[src/rtl/busfree_pkg.sv]
package busfree_pkg;

    // Line levels as seen on the bus: 1 = released (pulled up), 0 = pulled low
    typedef struct packed {
        logic scl;
        logic sda;
    } lines_t;

    typedef enum logic {ST_IDLE, ST_RUN} seq_state_e;

    localparam int unsigned OPEN_STEPS    = 4;
    localparam int unsigned CLOSE_STEPS   = 7;
    localparam int unsigned STEPS_PER_CLK = 3;

    function automatic int unsigned total_steps(input int unsigned nclk);
        return OPEN_STEPS + STEPS_PER_CLK * nclk + CLOSE_STEPS;
    endfunction

    // Bus levels for a given step index of the recovery pattern
    function automatic lines_t step_lines(input int unsigned idx, input int unsigned nclk);
        lines_t r;
        int unsigned k;
        r = {1'b1, 1'b1};
        if (idx < OPEN_STEPS) begin
            case (idx)
                0, 1:    r = {1'b0, 1'b1};
                2:       r = {1'b1, 1'b1};
                default: r = {1'b1, 1'b0};   // START edge
            endcase
        end else if (idx < OPEN_STEPS + STEPS_PER_CLK * nclk) begin
            k = (idx - OPEN_STEPS) % STEPS_PER_CLK;
            r.scl = (k != 0);                // one low step, two high steps
            r.sda = 1'b0;
        end else begin
            k = idx - OPEN_STEPS - STEPS_PER_CLK * nclk;
            case (k)
                0:       r = {1'b0, 1'b0};
                1:       r = {1'b0, 1'b1};
                2:       r = {1'b1, 1'b1};
                3:       r = {1'b1, 1'b0};   // second START
                4:       r = {1'b0, 1'b0};
                5:       r = {1'b1, 1'b0};
                default: r = {1'b1, 1'b1};   // STOP edge
            endcase
        end
        return r;
    endfunction

endpackage

[src/rtl/busfree_timer.sv]
module busfree_timer #(
    parameter int unsigned CNT_W = 16
) (
    input  logic             clk,
    input  logic             rst,
    input  logic             load,
    input  logic             run,
    input  logic [CNT_W-1:0] half_in,
    output logic             tick
);
    logic [CNT_W-1:0] hold_q;
    logic [CNT_W-1:0] cnt_q;

    assign tick = run && (cnt_q == hold_q - CNT_W'(1));

    always_ff @(posedge clk) begin
        if (rst) begin
            hold_q <= CNT_W'(1);
            cnt_q  <= '0;
        end else if (load) begin
            hold_q <= (half_in == '0) ? CNT_W'(1) : half_in;
            cnt_q  <= '0;
        end else if (run) begin
            if (tick) cnt_q <= '0;
            else      cnt_q <= cnt_q + CNT_W'(1);
        end
    end
endmodule

[src/rtl/busfree_stepper.sv]
module busfree_stepper
    import busfree_pkg::*;
#(
    parameter int unsigned NCLK   = 9,
    parameter int unsigned STEP_W = 6
) (
    input  logic              clk,
    input  logic              rst,
    input  logic              start,
    input  logic              tick,
    output logic              busy,
    output logic              done,
    output logic              load,
    output logic [STEP_W-1:0] step
);
    localparam int unsigned LAST = total_steps(NCLK) - 1;

    seq_state_e        st_q;
    logic              done_q;
    logic [STEP_W-1:0] step_q;

    assign busy = (st_q == ST_RUN);
    assign done = done_q;
    assign step = step_q;
    assign load = start && !busy;

    always_ff @(posedge clk) begin
        if (rst) begin
            st_q   <= ST_IDLE;
            done_q <= 1'b0;
            step_q <= '0;
        end else begin
            done_q <= 1'b0;
            case (st_q)
                ST_IDLE: begin
                    if (start) begin
                        st_q   <= ST_RUN;
                        step_q <= '0;
                    end
                end
                ST_RUN: begin
                    if (tick) begin
                        if (step_q == STEP_W'(LAST)) begin
                            st_q   <= ST_IDLE;
                            done_q <= 1'b1;
                        end else begin
                            step_q <= step_q + STEP_W'(1);
                        end
                    end
                end
                default: st_q <= ST_IDLE;
            endcase
        end
    end
endmodule

[src/rtl/busfree_pinmux.sv]
module busfree_pinmux
    import busfree_pkg::*;
(
    input  logic   busy,
    input  lines_t seq_lv,
    input  logic   ctl_scl_pull,
    input  logic   ctl_sda_pull,
    output logic   scl_pull,
    output logic   sda_pull
);
    logic [1:0] seq_pull;
    logic [1:0] ctl_pull;
    logic [1:0] out_pull;

    assign seq_pull = ~{seq_lv.scl, seq_lv.sda};
    assign ctl_pull = {ctl_scl_pull, ctl_sda_pull};

    for (genvar i = 0; i < 2; i++) begin : g_line
        assign out_pull[i] = busy ? seq_pull[i] : ctl_pull[i];
    end

    assign scl_pull = out_pull[1];
    assign sda_pull = out_pull[0];
endmodule

[src/rtl/busfree_seq.sv]
module busfree_seq
    import busfree_pkg::*;
#(
    parameter int unsigned NCLK  = 9,
    parameter int unsigned CNT_W = 16
) (
    input  logic             clk,
    input  logic             rst,
    input  logic             start,
    input  logic [CNT_W-1:0] half_cnt,
    input  logic             ctl_scl_pull,
    input  logic             ctl_sda_pull,
    output logic             busy,
    output logic             done,
    output logic             scl_pull,
    output logic             sda_pull
);
    localparam int unsigned STEP_W = $clog2(total_steps(NCLK));

    logic              load;
    logic              tick;
    logic [STEP_W-1:0] step;
    lines_t            lv;

    assign lv = step_lines({{(32-STEP_W){1'b0}}, step}, NCLK);

    busfree_timer #(.CNT_W(CNT_W)) u_tmr (
        .clk     (clk),
        .rst     (rst),
        .load    (load),
        .run     (busy),
        .half_in (half_cnt),
        .tick    (tick)
    );

    busfree_stepper #(.NCLK(NCLK), .STEP_W(STEP_W)) u_stp (
        .clk   (clk),
        .rst   (rst),
        .start (start),
        .tick  (tick),
        .busy  (busy),
        .done  (done),
        .load  (load),
        .step  (step)
    );

    busfree_pinmux u_mux (
        .busy         (busy),
        .seq_lv       (lv),
        .ctl_scl_pull (ctl_scl_pull),
        .ctl_sda_pull (ctl_sda_pull),
        .scl_pull     (scl_pull),
        .sda_pull     (sda_pull)
    );
endmodule

[config.mk]
export PLATFORM = sky130hd
export DESIGN_NAME = busfree_seq
export DESIGN_NICKNAME = d
export VERILOG_FILES = /design/src/rtl/busfree_pkg.sv /design/src/rtl/busfree_timer.sv /design/src/rtl/busfree_stepper.sv /design/src/rtl/busfree_pinmux.sv /design/src/rtl/busfree_seq.sv
export SDC_FILE = /design/constraint.sdc
export NUM_CORES = 1
export LEC_CHECK = 0
export ABC_AREA = 1
export BUFFER_PORTS_ARGS = -buffer_cell sky130_fd_sc_hd__clkbuf_2
export CAP_MARGIN = 0
export CORE_MARGIN = 2
export CORE_UTILIZATION = 35
export CTS_BUF_LIST = sky130_fd_sc_hd__clkbuf_4 sky130_fd_sc_hd__clkbuf_8
export CTS_CLUSTER_SIZE = 8
export DETAILED_ROUTE_END_ITERATION = 10
export HOLD_SLACK_MARGIN = 0.08
export REMOVE_ABC_BUFFERS = 1
export SYNTH_ARGS = -nofsm -noshare
export SYNTH_HDL_FRONTEND = slang
export SYNTH_SLANG_ARGS = --single-unit
[constraint.sdc]
create_clock -name clk -period 5.7 [get_ports clk]
set_input_delay 0.855 -clock clk [delete_from_list [all_inputs] [get_ports clk]]
set_output_delay 0.855 -clock clk [all_outputs]
set_load 0.01 [all_outputs]
Word level (Yosys, flattened, before mapping) --
Index checks and enable logic that the tools add are counted.
Operators by class: add/sub/neg operators 5, div/mod/pow operators 1, order comparisons 2, equal/unequal tests 11, multiplexer cells 17, bitwise gates (word level) 3, reductions and logical operators 13
Operators by type and width (count):
- 32-bit by 3-bit == test with 1-bit output (second input constant) | 2
- 32-bit by 1-bit == test with 1-bit output (second input constant) | 1
- 32-bit by 2-bit == test with 1-bit output (second input constant) | 1
- 32-bit logical NOT | 1
- 32-bit by 2-bit modulo with 32-bit output (second input constant) | 1
- 16-bit two-way mux | 2
- 32-bit nonzero test | 1
- 6-bit two-way mux | 3
- 16-bit by 1-bit adder with 16-bit output (second input constant) | 1
- 16-bit == test | 1
- 16-bit logical NOT | 1
- 16-bit by 1-bit subtractor with 16-bit output (second input constant) | 1
- 6-bit one-hot mux with 2 select lines | 1
- 2-bit OR reduction | 4
- 7-bit by 6-bit subtractor with 8-bit output (second input constant) | 1
- 6-bit by 3-bit subtractor with 7-bit output (second input constant) | 1
- 6-bit by 1-bit adder with 6-bit output (second input constant) | 1
- 6-bit by 1-bit == test with 1-bit output (second input constant) | 1
- 6-bit by 2-bit == test with 1-bit output (second input constant) | 1
- 6-bit == test (second input constant) | 1
- 6-bit logical NOT | 1
- 6-bit by 3-bit < comparator with 1-bit output (second input constant) | 1
- 6-bit by 5-bit < comparator with 1-bit output (second input constant) | 1
- 1-bit two-way mux | 6
- 11 further kinds | 16
Storage, ports and cells: register bits 40, output and inout bits 4, word-level logic and storage cells 57

Longest topological paths before layout --
Gate-level depths: netlist of run 1.
depth in word-level cells 9, depth in mapped cells 36

Hierarchy --
From an unflattened synthesis of run 1, not the netlist that was laid out.
Unflattened totals: cells, all modules 552, area, all modules 3387.0 µm²
Modules (own cells, without submodules):
- busfree_timer | instances 1, cells an instance 342, area each 2133.3 µm², sequential area each 640.6 µm²
- busfree_seq | instances 1, cells an instance 136, area each 768.2 µm², sequential area each 0.0 µm²
- busfree_stepper | instances 1, cells an instance 65, area each 451.7 µm², sequential area each 160.2 µm²
- busfree_pinmux | instances 1, cells an instance 9, area each 33.8 µm², sequential area each 0.0 µm²

Least setup slack after synthesis of run 1 --
Ideal clock, no wire load.
kind reg-to-output, from register u_stp.step_q[2] (netlist: u_stp.step[2]), to output port scl_pull, data arrival time 3809 ps, required time 4845 ps, slack 1036 ps, stages on the path, launching flop included 35, path buffers 0, cell sequence dfxtp_1 -> inv_2 -> ha_1 -> nand2_1 -> nor2_2 -> ha_1 -> inv_1 -> nand2_1 -> nand2_1 -> nand2_2 -> nand2_1 -> nand3_1 -> nand2_1 -> nand2_2 -> nand2_2 -> nor2_1 -> nor2_2 -> o21bai_2 -> nand2_1 -> inv_1 -> ha_1 -> a21oi_4 -> nand2_4 -> nand2_1 -> nand2_1 -> ha_1 -> inv_1 -> nand4_1 -> nand3b_1 -> nand3_1 -> nor2_1 -> nand2_1 -> nand2_1 -> nand2_1 -> a21oi_2
Between the ends: longest elaborated chain between the ends 9
Ends and longest elaborated chain:
- from (decl) | line busfree_stepper.sv:20 | logic [STEP_W-1:0] step_q;
- from (signal assigned) | line busfree_stepper.sv:47 | step_q <= step_q + STEP_W'(1);
- branches (longest 6 deep; another with 32-bit by 2-bit modulo with 32-bit output)
- 2-bit two-way mux (*) | line busfree_pkg.sv:24 | if (idx < OPEN_STEPS) begin
- 2-bit inverter (*) | line busfree_pinmux.sv:15 | assign seq_pull = ~{seq_lv.scl, seq_lv.sda};
- 1-bit two-way mux (*) | line busfree_pinmux.sv:19 | assign out_pull[i] = busy ? seq_pull[i] : ctl_pull[i];
- to (decl) | line busfree_seq.sv:15 | output logic scl_pull,
Mark *: on every way between the ends.

Worst setup path after layout of run 1 --
Ends and elaborated chain as after synthesis.

==> flow_summary.yaml, run 1 <==
global_routing:
  globalRouteMet1Util_pct: 20.6
  grt_pass1_vias: 2785
  grt_pass1_wl_um: 12300
  use_met3_pct: 3.03
  grt.busiest_layer: "met2"
  overflow: 0
  grt_max_degree: 18
  antenna_found_initial: 0
  use_met2_pct: 28.9
  grt_usage_pct: 16.7
timing:
  setup_viol: 0
  hold_viol_final: 0
  max-slew-margin-rel_pct: 25.1
  rsz0062_at_grt: "no"
  max_clock_freq_mhz: 193
  hold_ws_ns: 0.495
  worst_pin_slew_ns: 1.12
  final_min_period_over_clock_period_pct: 91.1
  fin_skew_ns: 0.00970
  maxSlewViolCount: 0
  timing.setup.tns_ns: 0
  fin_crit_ns: 5.19
setup_path:
  worstPathRequired_ns: 4.85
  cp_slowest_cell: "dfxtp_4"
  critical_path_buf_inv_count: 6
  worstSetupPathType: "reg -> out"
  critPathMostFrequentCell: "nand2_1"
  cp_max_fo: 9
  crit_path_end_kind: "output port"
  path_delay_family: "simple AND/OR/NAND/NOR gates"
  critPathMaxStageDelay_ns: 0.39
  cp-start-kind: "register"
  cp.arrival_ns: 4.34
floorplanning:
  io_pins: 25
  fp.dieH_um: 96.5
  rows: 33
  start_util_pct: 36.3
  coreArea_um2: 8260
  die_area_um2: 9310
  die_width_um: 96.5
drt:
  viasPerCell: 5.04
  drt_iter0_markers: 121
  drt-pass1-iter-count: 4
  drc: 0
  ant_nets: 0
  routedWlPerCell_um: 12.1
  wirelength_um: 7010
  vias: 2916
pwr:
  ir_drop_mv: 0.118
  leakage_nw: 1.52
  pwr_density_cell_nw_per_um2: 194
synthesis:
  synth.cell_area_um2: 2990
  synthDistinctLibCells: 42
  ys_seq_area_share_pct: 26.7
  synthCells: 445
  synth_area_leaders: "dfxtp_1, nand2_1, ha_1, nor2_1, nand3_1"
  synthArstFlopShare_pct: 0
  synth_edf_count: 0
  synth-main-ff-cell: "dfxtp_1"
  yosysWarningCount: 0
  synth.avg_cell_area_um2: 6.73
  synth_top_area_cell: "dfxtp_1"
  ys_seq_elements: 40
  synth_top_cell_area_share_pct: 26.7
cells_and_area:
  drive_above_1_share_pct: 16.0
  area_growth_pct: 12.5
  fin_nets: 510
  insertedDiodeCount: 0
  final_common_cell: "nand2_1"
  layout_common_cells: "nand2_1, nor2_1, inv_1, nand3_1, dfxtp_1"
cts:
  ctsHoldBuffers: 0
  cts_tree: "built"
  clockBufferDepth: 2
  clock_sinks: 40
  cts.clk_slew.worst_paths_ns: 0.08
  cts_max_level: 2
  cts_made_buffers: 5
  clock_latency_ns: 0.29
  cts_root_buf: "clkbuf_8"
place:
  place_congestion: 0.874
  dp_hpwl_um: 5620
  portBuffers: 24
hold_path:
  min_path_type: "reg -> reg"
flow_run:
  cap_violations: 0
status:
  status: "finished clean"
registers in the layout, summed over array words and instances (netlist names):
name	flops
u_stp.busy	1
u_stp.done	1
u_stp.step	6
u_tmr.cnt_q	16
u_tmr.hold_q	16
worst register-to-register path: cells and delay by family, from the launching register on:
kind	cells	cell delay (ns)
buffers and inverters	2	0.17
adder cells (fa/ha/maj)	1	0.20
XOR/XNOR	1	0.20
AO/OA/AOI/OAI	2	0.49
flip-flops	1	0.33
AND/OR/NAND/NOR	12	1.56
kinds of logic after synthesis:
| logic type | share of synthesized area, % |
|---|---|
| buffers and inverters | 7.27 |
| xor gates and xnor gates | 7.90 |
| and+or+nand+nor | 38.0 |
| other | 0.125 |
| DFF | 26.7 |
| AOI/OAI and AO/OA | 13.3 |
| adders and majority gates | 6.69 |
stage by stage:
step	instance area, um2	util, %	total power [mW]	cells	setup WS, ns
3_3_place_gp	3230	39.2	0.463	570	0.687
4_1_cts	3330	40.3	0.663	578	0.165
3_5_place_dp	3230	39.2	0.465	570	0.505
2_1_floorplan	2980	-	0.423	440	1.04
6_report	3370	40.8	0.655	579	0.506
5_1_grt	3370	40.8	0.699	579	0.0285
where the power goes:
part / leakage (nW) / internal, mW / switching, mW
Clock: 0.0510 / 0.0966 / 0.0981
Sequential: 0.327 / 0.289 / 0.0144
Combinational: 1.14 / 0.0609 / 0.0960
synth_stat cells, types with 6 or more instances:
library cell,n
nand2_2,9
a22o_1,10
nand3_1,39
dfxtp_1,40
nor3b_1,7
o21ai_0,18
inv_1,44
nor2_1,53
nor3_1,16
a21oi_1,11
clkbuf_1,6
ha_1,16
nand4_1,10
xor2_1,22
nand2_1,90
timing repair:
| item | 4_1_cts | 5_1_grt |
|---|---|---|
| setup buffers | 0 | 1 |
| resized for setup | 0 | 13 |
| endpoints found under the setup margin | 0 | 1 |
path summary, 6_finish.rpt:
check | endpoint | depth (start not counted) | slack [ns] | startpoint
min reg2reg | u_tmr.hold_q[15]$_SDFFE_PP0P_ | 1 | 0.50 | u_tmr.hold_q[15]$_SDFFE_PP0P_
min | u_tmr.hold_q[15]$_SDFFE_PP0P_ | 1 | 0.50 | u_tmr.hold_q[15]$_SDFFE_PP0P_
max reg2reg | u_stp.step[5]$_SDFFE_PP0P_ | 18 | 2.70 | u_tmr.hold_q[0]$_SDFFE_PP1P_
max | scl_pull | 36 | 0.51 | u_stp.step[2]$_SDFFE_PP0P_
layer usage:
| metal | vias up | routed length (um) |
|---|---|---|
| li1 | 1542 | - |
| met1 | 1318 | 3310 |
| met2 | 45 | 3310 |
| met3 | 11 | 267 |
| met4 | 0 | 119 |
| met5 | - | 0 |
final cells by class:
class | count | area [um2]
well taps | 105 | 131
multi-input cells | 348 | 2000
flip-flops and latches | 40 | 806
clock buffers | 6 | 82.6
fillers | 885 | 4890
inverters | 52 | 200
repair buffers | 26 | 135
clock inverters | 2 | 10.0
(Power assumes the default switching activity.)
==> run 2, diff against run 1 <==
--- a/config.mk
+++ b/config.mk
@@ -8,8 +8,8 @@
 export ABC_AREA = 1
 export BUFFER_PORTS_ARGS = -buffer_cell sky130_fd_sc_hd__clkbuf_2
 export CAP_MARGIN = 0
-export CORE_MARGIN = 2
-export CORE_UTILIZATION = 35
+export CORE_MARGIN = 4
+export CORE_UTILIZATION = 44
 export CTS_BUF_LIST = sky130_fd_sc_hd__clkbuf_4 sky130_fd_sc_hd__clkbuf_8
 export CTS_CLUSTER_SIZE = 8
 export DETAILED_ROUTE_END_ITERATION = 10
==> run 2 against run 1 <==
  * Via count down 1.2%
  * Clock power increased by 26%
  * Final cell count decreased by 4.3%
  * Sequential share of layout area down 0.11 points
  * Non-clock buffer count grew 3
  * Final area up 0.30%
==> flow_summary.yaml, run 2 (same netlist as run 1, synthesis figures left out) <==
pwr:
  power_frac_comb_pct: 22.2
  pwr-share-seq_pct: 43.0
  power.internal_mw: 0.494
  ir_drop_mv: 0.174
  finalPower_mw: 0.706
  netSwitchingPower_mw: 0.212
  clkPwrFrac_pct: 34.8
  leakage_nw: 1.54
  pwr_density_cell_nw_per_um2: 209
  switching_share_pct: 30.0
floorplanning:
  coreArea_um2: 6490
  die_area_um2: 8190
  io_pins: 25
  rows: 29
  fp.dieH_um: 90.5
  start_util_pct: 46.1
  die_width_um: 90.5
hold_path:
  min_path_type: "reg -> reg"
drt:
  ant_nets: 0
  wirelength_um: 6860
  drt-pass1-iter-count: 4
  routedWlPerCell_um: 12.4
  drc: 0
  drt_iter0_markers: 91
  vias: 2881
  viasPerCell: 5.20
timing:
  maxSlewViolCount: 0
  setup_viol: 0
  max_clock_freq_mhz: 191
  worst_pin_slew_ns: 0.976
  fin_crit_ns: 5.24
  fin_skew_ns: 0.00833
  max-slew-margin-rel_pct: 34.7
  hold_viol_final: 0
  final_min_period_over_clock_period_pct: 91.9
global_routing:
  grt_max_degree: 17
  grt_usage_pct: 17.4
  grt_pass1_vias: 2835
  overflow: 0
  antenna_found_initial: 0
  grt_pass1_wl_um: 12000
cts:
  cts_tree: "built"
  clock_latency_ns: 0.29
  cts_root_buf: "clkbuf_8"
  clock_sinks: 40
  clockBufferDepth: 2
  cts_made_buffers: 5
  cts_max_level: 2
  cts.clk_slew.worst_paths_ns: 0.08
place:
  place_congestion: 0.831
  portBuffers: 24
  placed_cells: 542
  dp_hpwl_um: 5580
cells_and_area:
  layout_common_cells: "nand2_1, nor2_1, inv_1, nand3_1, dfxtp_1"
  fin_nets: 513
  fin_cells: 554
  insertedDiodeCount: 0
  final_common_cell: "nand2_1"
  area_growth_pct: 12.9
  drive_above_1_share_pct: 15.9
setup_path:
  crit_path_end_kind: "output port"
  critPathMostFrequentCell: "nand2_1"
  worstSetupPathType: "reg -> out"
  worstPathRequired_ns: 4.85
  critPathMaxStageDelay_ns: 0.39
  cp.arrival_ns: 4.38
  cp-start-kind: "register"
  path_delay_family: "simple AND/OR/NAND/NOR gates"
  cp_max_fo: 9
  cp_slowest_cell: "dfxtp_4"
  critical_path_buf_inv_count: 6
flow_run:
  cap_violations: 0
status:
  status: "finished clean"
[run 2: cell types whose count changed in the layout (fill, tap and decap cells not counted), sizes merged]
cell    before  now
clkinv       5    4
bufinv       0    1
buf          2    5
[run 2: power by group through the flow]
stage	clock, mW	sequential, mW	combinational [mW]
final	0.246	0.304	0.157
after global routing	0.263	0.306	0.180
after CTS	0.249	0.305	0.156
after detailed placement	0	0.311	0.155
after global placement	0	0.311	0.154
after floorplan	0	0.307	0.117
[run 2: area by class of cell]
| type | instances | area [um2] |
|---|---|---|
| tap | 77 | 96.3 |
| sequential | 40 | 805 |
| clock inverter | 2 | 38.8 |
| multi-input combinational | 348 | 2000 |
| inverter | 52 | 198 |
| timing repair buffer | 29 | 158 |
| clock buffer | 6 | 82.6 |
| fill | 677 | 3120 |
[run 2: timing repair]
item,CTS,global route
hold buffers,0,0
buffers inserted,0,4
resized for setup,0,9
endpoints found under the setup margin,0,1
[run 2: metrics by stage]
stage | instance area (um2) | util [%] | hold WS, ns | TNS, ns | worst slack (ns)
finish | 3380 | 52.0 | 0.503 | 0 | 0.463
global route | 3380 | 52.0 | 0.547 | -0.0251 | -0.0251
detailed placement | 3200 | 49.3 | 0.490 | 0 | 0.501
CTS | 3320 | 51.1 | 0.505 | 0 | 0.160
global placement | 3200 | 49.3 | 0.490 | 0 | 0.672
floorplan | 2980 | - | 0.462 | 0 | 1.04
[run 2: metal layers]
metal | GRT usage (%) | part of all wire, % | vias up
li1 | - | - | 1535
met1 | 19.7 | 46 | 1303
met2 | 32.6 | 51 | 32
met4 | 5.74 | 1.8 | 0
met3 | 3.00 | 1.9 | 11
met5 | 0 | 0 | -
[run 2: worst paths after layout]
path,cells past startpoint,slack [ns],from,endpoint
setup / recovery,36,0.46,u_stp.step[2]$_SDFFE_PP0P_,scl_pull
setup reg to reg,18,2.66,u_tmr.hold_q[0]$_SDFFE_PP1P_,u_stp.step[5]$_SDFFE_PP0P_
hold reg to reg,2,0.50,u_tmr.hold_q[1]$_SDFFE_PP0P_,u_tmr.hold_q[1]$_SDFFE_PP0P_
hold / removal,2,0.50,u_tmr.hold_q[1]$_SDFFE_PP0P_,u_tmr.hold_q[1]$_SDFFE_PP0P_
[run 2: worst reg2reg max path, delay by kind of cell, from the launching register on]
kind            cells  cell delay [ns]
buf+inv             2             0.17
compound gates      2             0.48
flops               1             0.32
simple gates       12             1.61
xor+xnor            1             0.20
fa+ha+maj           1             0.20
